File: src/rtl/busmx_pkg.sv
// Shared types and the fixed memory map of the two-master bus matrix.
// Assumes exactly two masters (0 = processor, 1 = DMA) and three slaves.
package busmx_pkg;

    localparam int AW      = 32;
    localparam int NUM_MST = 2;
    localparam int NUM_SLV = 3;

    typedef enum logic [1:0] {
        TGT_NVM  = 2'd0,
        TGT_SRAM = 2'd1,
        TGT_PERI = 2'd2,
        TGT_NONE = 2'd3
    } tgt_e;

    typedef struct packed {
        tgt_e          tgt;
        logic [AW-1:0] xaddr;
    } route_t;

    localparam logic [1:0] HT_NONSEQ = 2'b10;
    localparam logic [1:0] HT_SEQ    = 2'b11;

    localparam logic [1:0] ALIAS_SYSMEM = 2'b01;
    localparam logic [1:0] ALIAS_SRAM   = 2'b11;

    localparam logic [AW-1:0] FLASH_BASE  = 32'h0800_0000;
    localparam logic [AW-1:0] EEPROM_BASE = 32'h0808_0000;
    localparam logic [AW-1:0] SYSMEM_BASE = 32'h1FF0_0000;
    localparam logic [AW-1:0] OPTB_BASE   = 32'h1FF8_0000;
    localparam logic [AW-1:0] SRAM_BASE   = 32'h2000_0000;
    localparam logic [AW-1:0] PERI_FIRST  = 32'h4000_0000;
    localparam logic [AW-1:0] PERI_LAST   = 32'h5000_1FFF;

    // True when addr lies in [base, base+bytes).
    function automatic logic in_window(input logic [AW-1:0] addr,
                                       input logic [AW-1:0] base,
                                       input logic [AW-1:0] bytes);
        return (addr >= base) && ((addr - base) < bytes);
    endfunction

endpackage

File: src/rtl/busmx_decoder.sv
// Address decoder for one master port.
// Maps an address to a slave and a translated address, applying the
// alias window at zero. Purely combinational; remap_sel is assumed
// stable while a transfer is outstanding.
module busmx_decoder
    import busmx_pkg::*;
#(
    parameter int FLASH_BYTES  = 131072,
    parameter int EEPROM_BYTES = 512,
    parameter int SYSMEM_BYTES = 8192,
    parameter int OPTB_BYTES   = 128,
    parameter int SRAM_BYTES   = 20480,
    parameter int ALIAS_BYTES  = FLASH_BYTES
) (
    input  logic [AW-1:0] addr,
    input  logic [1:0]    remap_sel,
    output route_t        route
);

    localparam logic [AW-1:0] FLASH_SZ  = AW'(FLASH_BYTES);
    localparam logic [AW-1:0] EEPROM_SZ = AW'(EEPROM_BYTES);
    localparam logic [AW-1:0] SYSMEM_SZ = AW'(SYSMEM_BYTES);
    localparam logic [AW-1:0] OPTB_SZ   = AW'(OPTB_BYTES);
    localparam logic [AW-1:0] SRAM_SZ   = AW'(SRAM_BYTES);
    localparam logic [AW-1:0] ALIAS_SZ  = AW'(ALIAS_BYTES);

    logic [AW-1:0] alias_base;
    logic [AW-1:0] alias_limit;
    tgt_e          alias_tgt;

    // Pick the memory that the alias window currently shows.
    always_comb begin
        case (remap_sel)
            ALIAS_SYSMEM: begin
                alias_base  = SYSMEM_BASE;
                alias_limit = SYSMEM_SZ;
                alias_tgt   = TGT_NVM;
            end
            ALIAS_SRAM: begin
                alias_base  = SRAM_BASE;
                alias_limit = SRAM_SZ;
                alias_tgt   = TGT_SRAM;
            end
            default: begin
                alias_base  = FLASH_BASE;
                alias_limit = FLASH_SZ;
                alias_tgt   = TGT_NVM;
            end
        endcase
    end

    // Resolve the target slave and the address it will see.
    always_comb begin
        route.tgt   = TGT_NONE;
        route.xaddr = addr;
        if (addr < ALIAS_SZ) begin
            if (addr < alias_limit) begin
                route.tgt   = alias_tgt;
                route.xaddr = alias_base + addr;
            end
        end else if (in_window(addr, FLASH_BASE, FLASH_SZ)   ||
                     in_window(addr, EEPROM_BASE, EEPROM_SZ) ||
                     in_window(addr, SYSMEM_BASE, SYSMEM_SZ) ||
                     in_window(addr, OPTB_BASE, OPTB_SZ)) begin
            route.tgt = TGT_NVM;
        end else if (in_window(addr, SRAM_BASE, SRAM_SZ)) begin
            route.tgt = TGT_SRAM;
        end else if ((addr >= PERI_FIRST) && (addr <= PERI_LAST)) begin
            route.tgt = TGT_PERI;
        end
    end

endmodule

File: src/rtl/busmx_arbiter.sv
// Round-robin arbiter for one slave port shared by the two masters.
// Holds the grant while the slave stretches a transfer, and hands
// priority to the other master when a transfer completes. Assumes a
// requesting master keeps its request until it is served.
module busmx_arbiter
    import busmx_pkg::*;
(
    input  logic               clk,
    input  logic               rst_n,
    input  logic [NUM_MST-1:0] req,
    input  logic               slv_ready,
    output logic [NUM_MST-1:0] gnt,
    output logic               gnt_idx,
    output logic               prio
);

    logic lock_vld;
    logic lock_idx;
    logic gnt_vld;

    // Choose the owner for this cycle: the locked one, else by priority.
    always_comb begin
        gnt_idx = prio;
        gnt_vld = 1'b0;
        if (lock_vld) begin
            gnt_idx = lock_idx;
            gnt_vld = req[lock_idx];
        end else if (&req) begin
            gnt_idx = prio;
            gnt_vld = 1'b1;
        end else if (req[0]) begin
            gnt_idx = 1'b0;
            gnt_vld = 1'b1;
        end else if (req[1]) begin
            gnt_idx = 1'b1;
            gnt_vld = 1'b1;
        end
        gnt = gnt_vld ? (NUM_MST'(1) << gnt_idx) : '0;
    end

    // Track the lock during wait states and rotate priority on completion.
    always_ff @(posedge clk) begin
        if (!rst_n) begin
            lock_vld <= 1'b0;
            lock_idx <= 1'b0;
            prio     <= 1'b0;
        end else if (gnt_vld && slv_ready) begin
            lock_vld <= 1'b0;
            prio     <= ~gnt_idx;
        end else if (gnt_vld) begin
            lock_vld <= 1'b1;
            lock_idx <= gnt_idx;
        end
    end

endmodule

File: src/rtl/busmx_errresp.sv
// Error responder for one master port.
// Produces a two-cycle error response for a request that decodes to no
// slave. Assumes the master holds the request across both cycles.
module busmx_errresp (
    input  logic clk,
    input  logic rst_n,
    input  logic bad,
    output logic err_ready,
    output logic err_resp
);

    logic second;

    // Ready is low in the first error cycle and high in the second.
    always_comb begin
        err_resp  = bad;
        err_ready = bad && second;
    end

    // Remember that the first error cycle has been shown.
    always_ff @(posedge clk) begin
        if (!rst_n) begin
            second <= 1'b0;
        end else begin
            second <= bad && !second;
        end
    end

endmodule

File: src/rtl/busmx_top.sv
// Two-master, three-slave bus matrix.
// Each master port has a decoder and an error responder; each slave
// port has its own round-robin arbiter, so masters aimed at different
// slaves run in parallel. Single-phase handshake: a master holds its
// request until it samples m_hready high.
module busmx_top
    import busmx_pkg::*;
#(
    parameter int DW           = 32,
    parameter int FLASH_BYTES  = 131072,
    parameter int EEPROM_BYTES = 512,
    parameter int SYSMEM_BYTES = 8192,
    parameter int OPTB_BYTES   = 128,
    parameter int SRAM_BYTES   = 20480,
    parameter int ALIAS_BYTES  = FLASH_BYTES
) (
    input  logic                          clk,
    input  logic                          rst_n,
    input  logic [1:0]                    remap_sel,
    input  logic [NUM_MST-1:0][1:0]       m_htrans,
    input  logic [NUM_MST-1:0][AW-1:0]    m_haddr,
    input  logic [NUM_MST-1:0]            m_hwrite,
    input  logic [NUM_MST-1:0][2:0]       m_hsize,
    input  logic [NUM_MST-1:0][DW-1:0]    m_hwdata,
    output logic [NUM_MST-1:0][DW-1:0]    m_hrdata,
    output logic [NUM_MST-1:0]            m_hready,
    output logic [NUM_MST-1:0]            m_hresp,
    output logic [NUM_SLV-1:0]            s_hsel,
    output logic [NUM_SLV-1:0][AW-1:0]    s_haddr,
    output logic [NUM_SLV-1:0]            s_hwrite,
    output logic [NUM_SLV-1:0][2:0]       s_hsize,
    output logic [NUM_SLV-1:0][DW-1:0]    s_hwdata,
    input  logic [NUM_SLV-1:0][DW-1:0]    s_hrdata,
    input  logic [NUM_SLV-1:0]            s_hready,
    input  logic [NUM_SLV-1:0]            s_hresp
);

    route_t                            rt [NUM_MST];
    logic [NUM_MST-1:0]                mreq;
    logic [NUM_MST-1:0]                bad;
    logic [NUM_MST-1:0]                err_rdy;
    logic [NUM_MST-1:0]                err_rsp;
    logic [NUM_SLV-1:0][NUM_MST-1:0]   sreq;
    logic [NUM_SLV-1:0][NUM_MST-1:0]   slv_gnt;
    logic [NUM_SLV-1:0]                slv_gidx;
    logic [NUM_SLV-1:0]                slv_prio;

    for (genvar m = 0; m < NUM_MST; m++) begin : g_mst
        // Classify the master's transfer type as a request or not.
        always_comb begin
            mreq[m] = (m_htrans[m] == HT_NONSEQ) || (m_htrans[m] == HT_SEQ);
            bad[m]  = mreq[m] && (rt[m].tgt == TGT_NONE);
        end

        busmx_decoder #(
            .FLASH_BYTES  (FLASH_BYTES),
            .EEPROM_BYTES (EEPROM_BYTES),
            .SYSMEM_BYTES (SYSMEM_BYTES),
            .OPTB_BYTES   (OPTB_BYTES),
            .SRAM_BYTES   (SRAM_BYTES),
            .ALIAS_BYTES  (ALIAS_BYTES)
        ) u_dec (
            .addr      (m_haddr[m]),
            .remap_sel (remap_sel),
            .route     (rt[m])
        );

        busmx_errresp u_err (
            .clk       (clk),
            .rst_n     (rst_n),
            .bad       (bad[m]),
            .err_ready (err_rdy[m]),
            .err_resp  (err_rsp[m])
        );

        // Return path: error, granted slave, waiting, or idle.
        always_comb begin
            logic [1:0] sidx;
            sidx        = 2'(rt[m].tgt);
            m_hready[m] = 1'b1;
            m_hresp[m]  = 1'b0;
            m_hrdata[m] = '0;
            if (bad[m]) begin
                m_hready[m] = err_rdy[m];
                m_hresp[m]  = err_rsp[m];
            end else if (mreq[m]) begin
                m_hready[m] = slv_gnt[sidx][m] && s_hready[sidx];
                m_hresp[m]  = slv_gnt[sidx][m] && s_hresp[sidx];
                m_hrdata[m] = s_hrdata[sidx];
            end
        end
    end

    for (genvar s = 0; s < NUM_SLV; s++) begin : g_slv
        // Collect the masters that aim at this slave.
        always_comb begin
            for (int m = 0; m < NUM_MST; m++) begin
                sreq[s][m] = mreq[m] && (rt[m].tgt == tgt_e'(2'(s)));
            end
        end

        busmx_arbiter u_arb (
            .clk       (clk),
            .rst_n     (rst_n),
            .req       (sreq[s]),
            .slv_ready (s_hready[s]),
            .gnt       (slv_gnt[s]),
            .gnt_idx   (slv_gidx[s]),
            .prio      (slv_prio[s])
        );

        // Forward the owner's address phase and write data to the slave.
        always_comb begin
            s_hsel[s]   = |slv_gnt[s];
            s_haddr[s]  = rt[slv_gidx[s]].xaddr;
            s_hwrite[s] = m_hwrite[slv_gidx[s]];
            s_hsize[s]  = m_hsize[slv_gidx[s]];
            s_hwdata[s] = m_hwdata[slv_gidx[s]];
        end
    end

endmodule

File: config.mk
export PLATFORM = sky130hd
export DESIGN_NAME = busmx_top
export DESIGN_NICKNAME = d
export VERILOG_FILES = /design/src/rtl/busmx_pkg.sv /design/src/rtl/busmx_decoder.sv /design/src/rtl/busmx_arbiter.sv /design/src/rtl/busmx_errresp.sv /design/src/rtl/busmx_top.sv
export SDC_FILE = /design/constraint.sdc
export NUM_CORES = 1
export LEC_CHECK = 0
export CORE_AREA = 3 3 203 205
export CTS_CLUSTER_SIZE = 8
export DETAILED_ROUTE_END_ITERATION = 16
export DIE_AREA = 0 0 206 208
export GPL_ROUTABILITY_DRIVEN = 0
export SLEW_MARGIN = 0
export SYNTH_ARGS = -nofsm -noshare
export SYNTH_HDL_FRONTEND = slang
export SYNTH_SLANG_ARGS = --single-unit
File: constraint.sdc
create_clock -name clk -period 9.62 [get_ports clk]
set_input_delay 2.886 -clock clk [delete_from_list [all_inputs] [get_ports clk]]
set_output_delay 2.886 -clock clk [all_outputs]
set_load 0.02 [all_outputs]
**Word-level counts from Yosys, hierarchy flattened**

Cells that the tools add are included.

- Register bits after elaboration: 11
- Bits of input ports: 246
- Output and inout port bits: 275

- $add $sub $neg: 12
- Magnitude comparators: 39
- Eq/ne operators: 12
- Shifts and indexed selects: 3
- Muxes and demuxes: 103
- Bitwise operators: 10
- Reductions and logical operators: 55

Operators by type and width:

| cell | number |
|---|---|
| 32-bit 2-to-1 mux | 23 |
| 32-bit binary-select mux with 2-bit select | 2 |
| 32-bit by 28-bit greater-or-equal comparator with 1-bit output (second input constant) | 4 |
| 32-bit by 29-bit greater-or-equal comparator with 1-bit output (second input constant) | 4 |
| 32-bit by 18-bit less-than comparator with 1-bit output (second input constant) | 4 |
| 32-bit by 28-bit subtractor with 32-bit output (second input constant) | 4 |
| 32-bit by 29-bit subtractor with 32-bit output (second input constant) | 4 |
| 34-bit 2-to-1 mux | 2 |
| 32-bit by 30-bit greater-or-equal comparator with 1-bit output (second input constant) | 2 |
| 32-bit by 31-bit greater-or-equal comparator with 1-bit output (second input constant) | 2 |
| 32-bit by 31-bit less-or-equal comparator with 1-bit output (second input constant) | 2 |
| 32-bit by 10-bit less-than comparator with 1-bit output (second input constant) | 2 |
| 32-bit by 14-bit less-than comparator with 1-bit output (second input constant) | 2 |
| 32-bit by 15-bit less-than comparator with 1-bit output (second input constant) | 2 |
| 32-bit by 8-bit less-than comparator with 1-bit output (second input constant) | 2 |
| 32-bit by 30-bit subtractor with 32-bit output (second input constant) | 2 |
| 30-bit one-hot mux with 2 select lines | 1 |
| 1-bit 2-to-1 mux | 52 |
| 18-bit one-hot mux with 2 select lines | 1 |
| 30-bit by 32-bit adder with 32-bit output | 1 |
| 32-bit adder | 1 |
| 32-bit by 18-bit less-than comparator with 1-bit output | 1 |
| 32-bit less-than comparator | 1 |
| 1-bit logical AND | 31 |
| other kinds (17) | 82 |

**Depth between registers and ports, before layout**

Gate-level depths: netlist (run 1).

- Word-level depth: 21
- Depth in mapped cells: 15
- Depth with buffers taken out: 14

**By module**

A second synthesis (run 1) with hierarchy kept.

- Cell total of the unflattened synthesis: 1108
- Area total of the unflattened synthesis: 8504.4 um^2

Modules (own cells, without submodules):

| module | instances | cells each | area each (um^2) | seq. area each (um^2) |
|---|---|---|---|---|
| busmx_top | 1 | 557 | 4473.0 | 0.0 |
| busmx_decoder | 2 | 231 | 1667.8 | 0.0 |
| busmx_arbiter | 3 | 27 | 202.7 | 60.1 |
| busmx_errresp | 2 | 4 | 43.8 | 20.0 |

**Worst setup path after synthesis (run 1)**

Ideal clock, no wire load.

- Kind: input to output
- From: input m_haddr[61] in the netlist's numbering
- To: output s_haddr[94] in the netlist's numbering
- Arrival: 6.129 ns
- Required time: 6.734 ns
- Path slack: 0.605 ns
- Stages: 13
- Buffers on the path: 2
- Path through: clkbuf_1 -> inv_1 -> ha_1 -> xnor2_1 -> a2bb2oi_1 -> o31ai_1 -> and3_1 -> a2111o_2 -> nor3_2 -> maj3_2 -> buf_2 -> o21ai_1 -> a221oi_1

RTL lines:

| item | RTL line | source |
|---|---|---|
| from (decl) | busmx_top.sv:21 | `input logic [NUM_MST-1:0][AW-1:0] m_haddr,` |
| to (decl) | busmx_top.sv:29 | `output logic [NUM_SLV-1:0][AW-1:0] s_haddr,` |

==> results of run 1 <==
-- through the flow --
stage / power, W / cell area [µm²] / setup TNS (ns) / worst slack [ns] / hold WS [ns]
3_3_place_gp: 0.000783 / 20200 / -67.10 / -0.524 / 0.409
6_report: 0.000862 / 20900 / 0 / 0.00314 / 0.431
3_5_place_dp: 0.000794 / 20200 / -93.95 / -0.640 / 0.414
2_1_floorplan: 0.000393 / 12700 / 0 / 0.605 / 0.396
4_1_cts: 0.000843 / 20300 / -0.0711 / -0.0688 / 0.421
5_1_grt: 0.000910 / 20900 / -0.494 / -0.0627 / 0.437
-- kinds of logic (layout without fill, tap and decap cells) --
family	count (synthesis)	count (layout)	synth area share (%)
AOI/OAI and AO/OA	722	722	41.6
xor gates and xnor gates	21	21	1.45
adders and majority gates	46	46	4.63
buffers and inverters	280	905	9.14
DFF	11	11	1.73
muxes	250	250	20.4
other	0	10	0
and+or+nand+nor	526	526	21.1
-- layout by cell type, fill, tap and decap left out, drive strengths merged, types with 44 or more instances in the layout --
cell type / instances
mux2i: 182
a311oi: 60
a221o: 117
buf: 365
o21ai: 98
dlymetal6s2s: 44
nand2: 49
a21oi: 164
clkbuf: 52
a22oi: 127
mux2: 68
nor3b: 59
nor2: 238
dlygate4sd2: 130
clkdlybuf4s50: 238
-- cell usage after synthesis, drive strengths merged, types with 7 or more instances --
master / number
buf: 91
a21o: 10
nand3: 34
nor3b: 59
o211ai: 13
ha: 42
nor2b: 7
xnor2: 15
nor4: 24
dfxtp: 11
o21a: 13
a211oi: 19
a21oi: 164
and3: 8
mux2: 68
a31oi: 17
nor2: 238
a221oi: 18
nand2b: 9
nand4: 20
nor3: 32
a22oi: 127
inv: 41
or3: 11
o21ai: 98
clkbuf: 147
nand2: 49
a311oi: 60
mux2i: 182
a221o: 117
-- power by group through the flow --
stage          sequential, W   clock, W  combinational [W]
6_report           0.0000482  0.0000778           0.000736
5_1_grt            0.0000483  0.0000803           0.000781
2_1_floorplan      0.0000476          0           0.000345
3_5_place_dp       0.0000489          0           0.000745
3_3_place_gp       0.0000488          0           0.000734
4_1_cts            0.0000481  0.0000786           0.000717
-- state kept, by name, indices dropped and copies added (netlist names) --
signal / flops
g_mst.u_err.second: 2
g_slv.u_arb.lock_idx: 3
g_slv.u_arb.lock_vld: 3
g_slv.u_arb.prio: 3
-- layer usage --
layer  routed length, µm  vias to the layer above  GRT usage [%]
li1                    -                     8569              -
met1               27100                     9059           36.4
met2               35800                     1109           54.0
met3                7930                      181           5.71
met4                3830                        0           13.6
met5                   0                        -              0
-- worst max-delay path, stage by stage --
cell and delay, ns:
sky130_fd_sc_hd__clkdlybuf4s50_1 0.42, sky130_fd_sc_hd__buf_4 0.17, sky130_fd_sc_hd__buf_4 0.16, sky130_fd_sc_hd__nor4_4 0.29, sky130_fd_sc_hd__nand4_1 0.19, sky130_fd_sc_hd__or3_4 0.44
sky130_fd_sc_hd__o211a_4 0.19, sky130_fd_sc_hd__buf_12 0.13, sky130_fd_sc_hd__a211oi_4 0.24, sky130_fd_sc_hd__buf_12 0.17, sky130_fd_sc_hd__buf_16 0.17, sky130_fd_sc_hd__buf_16 0.16
sky130_fd_sc_hd__buf_4 0.16, sky130_fd_sc_hd__nor3_1 0.05, sky130_fd_sc_hd__a311oi_1 0.25, sky130_fd_sc_hd__a21oi_1 0.12, sky130_fd_sc_hd__a221oi_4 0.28, sky130_fd_sc_hd__buf_4 0.22
-- cell type report --
cell class,instances,share of cell area [%]
well taps,525,3.15
clock buffers,4,0.378
inverters,42,0.773
flip-flops and latches,11,1.15
diodes,10,0.120
multi-input cells,1565,56.2
repair buffers,859,38.3
-- final timing paths --
path,endpoint,slack (ns),cells after the start
worst max register to register,g_slv[2].u_arb.lock_vld$_SDFFE_PP0N_,6.98,5
worst max-delay path,s_haddr[53],0.003,18
worst min-delay path,g_mst[0].u_err.second$_SDFF_PN0_,0.43,1
worst min register to register,g_mst[0].u_err.second$_SDFF_PN0_,0.43,1
-- what timing repair did --
item | in CTS | in global routing
buffers inserted | 8 | 16
pin swaps | 8 | 39
setup endpoints to repair | 266 | 214
gates resized for setup | 239 | 218
gates cloned | 1 | 7
==> impl_metrics.xml, run 1 <==
<?xml version="1.0" encoding="UTF-8"?>
<metrics>
  <group name="run_status">
    <metric name="status" unit="">completed</metric>
  </group>
  <group name="global_routing">
    <metric name="antenna_found_initial" unit="">11</metric>
    <metric name="grt.overflow.total" unit="">0</metric>
    <metric name="grt_pass1_vias" unit="">17500</metric>
    <metric name="global_route.usage.total" unit="%">30.8</metric>
    <metric name="grt_first_pass_wirelength" unit="mm">106</metric>
    <metric name="pin_count_of_the_biggest_net_entering_global_routing" unit="">70</metric>
  </group>
  <group name="drt">
    <metric name="vias" unit="">18900</metric>
    <metric name="avgRoutedWirePerCell" unit="µm">24.8</metric>
    <metric name="detail_route.first_pass.iterations" unit="">7</metric>
    <metric name="drc" unit="">0</metric>
    <metric name="postRouteWirelength" unit="mm">74.7</metric>
    <metric name="dr.first_iter.drc_count" unit="">1687</metric>
    <metric name="drt.antenna.violating_nets" unit="">0</metric>
    <metric name="avg_vias_per_cell" unit="">6.27</metric>
  </group>
  <group name="logic_synthesis">
    <metric name="synthesis.area_per_instance" unit="µm²">6.84</metric>
    <metric name="synth_largest_area_cell" unit="">sky130_fd_sc_hd__mux2i_1</metric>
    <metric name="syn-instance-count" unit="">1856</metric>
    <metric name="synth.yosys.warnings" unit="">0</metric>
    <metric name="synth.cell_area" unit="µm²">12700</metric>
    <metric name="synth.ff_latch_count" unit="">11</metric>
    <metric name="syn-num-nets" unit="">2146</metric>
    <metric name="synth_top_area_cells" unit="">sky130_fd_sc_hd__mux2i_1 14%, sky130_fd_sc_hd__a221o_1 9.2%, sky130_fd_sc_hd__a22oi_1 7.2%, sky130_fd_sc_hd__nor2_1 7.0%, sky130_fd_sc_hd__a21oi_1 6.5%</metric>
    <metric name="postSynth.asyncResetShare" unit="%">0</metric>
    <metric name="synth_top_flop_cell" unit="">sky130_fd_sc_hd__dfxtp_1</metric>
    <metric name="register_area_share_after_synthesis" unit="%">1.73</metric>
    <metric name="synth_top_area_share" unit="%">14.3</metric>
    <metric name="synth-edff-count" unit="">0</metric>
    <metric name="yosys.cell_types.count" unit="">89</metric>
  </group>
  <group name="timing">
    <metric name="final.period_utilization" unit="%">100</metric>
    <metric name="rsz0062_at_grt" unit="">true</metric>
    <metric name="min_period" unit="ns">9.62</metric>
    <metric name="timing.final.hold_violations" unit="">0</metric>
    <metric name="worst_clock_skew" unit="ns">0.000307</metric>
    <metric name="fmax" unit="MHz">104</metric>
    <metric name="max_slew_violation_count" unit="">0</metric>
    <metric name="tightest_slew" unit="ns">1.10</metric>
    <metric name="maxSlewHeadroom" unit="%">26.9</metric>
    <metric name="total_setup_violations_reported_at_the_end_of_the_flow" unit="">0</metric>
  </group>
  <group name="setup_path">
    <metric name="critical_path.startpoint" unit="">m_haddr[59]</metric>
    <metric name="crit_type" unit="">primary input to output port</metric>
    <metric name="worstSetupStartpointType" unit="">primary input</metric>
    <metric name="worst-endpoint-arrival" unit="ns">6.73</metric>
    <metric name="critical_path_required" unit="ns">6.73</metric>
    <metric name="end_kind" unit="">output port</metric>
    <metric name="worst-path-max-fanout" unit="">13</metric>
    <metric name="r2r-start" unit="">g_slv[2].u_arb.lock_vld$_SDFFE_PP0N_</metric>
  </group>
  <group name="power">
    <metric name="switchingPower" unit="W">0.000420</metric>
    <metric name="switching_share" unit="%">48.7</metric>
    <metric name="power.share.clock" unit="%">9.0</metric>
    <metric name="power_per_unit_of_standard_cell_area" unit="nW/µm²">41.3</metric>
    <metric name="vdd.ir_drop.worst" unit="V">0.0000436</metric>
    <metric name="leakagePower" unit="nW">8.57</metric>
    <metric name="internal_power" unit="W">0.000442</metric>
    <metric name="pwr-share-comb" unit="%">85.4</metric>
    <metric name="seq_power_share" unit="%">5.6</metric>
  </group>
  <group name="floorplan">
    <metric name="die_width" unit="µm">206</metric>
    <metric name="floorplan.die_area" unit="µm²">42800</metric>
    <metric name="start_util" unit="%">32.0</metric>
    <metric name="core_region_area" unit="µm²">39600</metric>
    <metric name="top_level_ports" unit="">521</metric>
    <metric name="die_extent_in_y" unit="µm">208</metric>
    <metric name="placementRows" unit="">73</metric>
  </group>
  <group name="cts">
    <metric name="post_cts_hold_buffer_count" unit="">0</metric>
    <metric name="clk-insertion-delay-late" unit="ns">0.24</metric>
    <metric name="cts-root-buf" unit="">sky130_fd_sc_hd__clkbuf_16</metric>
    <metric name="cts-root-to-sink-buffers" unit="">2</metric>
    <metric name="cts_made_buffers" unit="">3</metric>
    <metric name="numClockSinks" unit="">11</metric>
    <metric name="cts.clk_slew.worst_paths" unit="ns">0.04</metric>
    <metric name="tritoncts_clock_tree" unit="">done</metric>
    <metric name="clock_tree.htree_level_count" unit="">1</metric>
  </group>
  <group name="final_layout">
    <metric name="area_taken_by_multi_input_logic_gates" unit="µm²">11700</metric>
    <metric name="layout_fillers" unit="">3904</metric>
    <metric name="instances_no_fill" unit="">3016</metric>
    <metric name="proportion_of_layout_cells_with_a_drive_suffix_above_1" unit="%">23.7</metric>
    <metric name="finish.net_count" unit="">2772</metric>
    <metric name="area_delta_synth_final" unit="%">64.3</metric>
    <metric name="seq_area" unit="µm²">240</metric>
    <metric name="final_util" unit="%">52.7</metric>
  </group>
  <group name="job">
    <metric name="cap_violations" unit="">0</metric>
  </group>
  <group name="placed_design">
    <metric name="buffer_ports.inserted" unit="">518</metric>
    <metric name="hpwl" unit="mm">54.9</metric>
    <metric name="post-place-cells" unit="">2970</metric>
  </group>
  <group name="worst_hold_path">
    <metric name="min_path_type" unit="">register to register</metric>
    <metric name="hold_path_startpoint" unit="">g_mst[0].u_err.second$_SDFF_PN0_</metric>
  </group>
</metrics>
Note: power is estimated with default switching activity, not from simulation.
==> run 2: changes to the inputs <==
--- a/config.mk
+++ b/config.mk
@@ -5,6 +5,7 @@
 export SDC_FILE = /design/constraint.sdc
 export NUM_CORES = 1
 export LEC_CHECK = 0
+export ABC_CLOCK_PERIOD_IN_PS = 9620
 export CORE_AREA = 3 3 203 205
 export CTS_CLUSTER_SIZE = 8
 export DETAILED_ROUTE_END_ITERATION = 16
==> results of run 2 <==
Same layout as run 1: the final DEF is identical, and so are final timing and power.
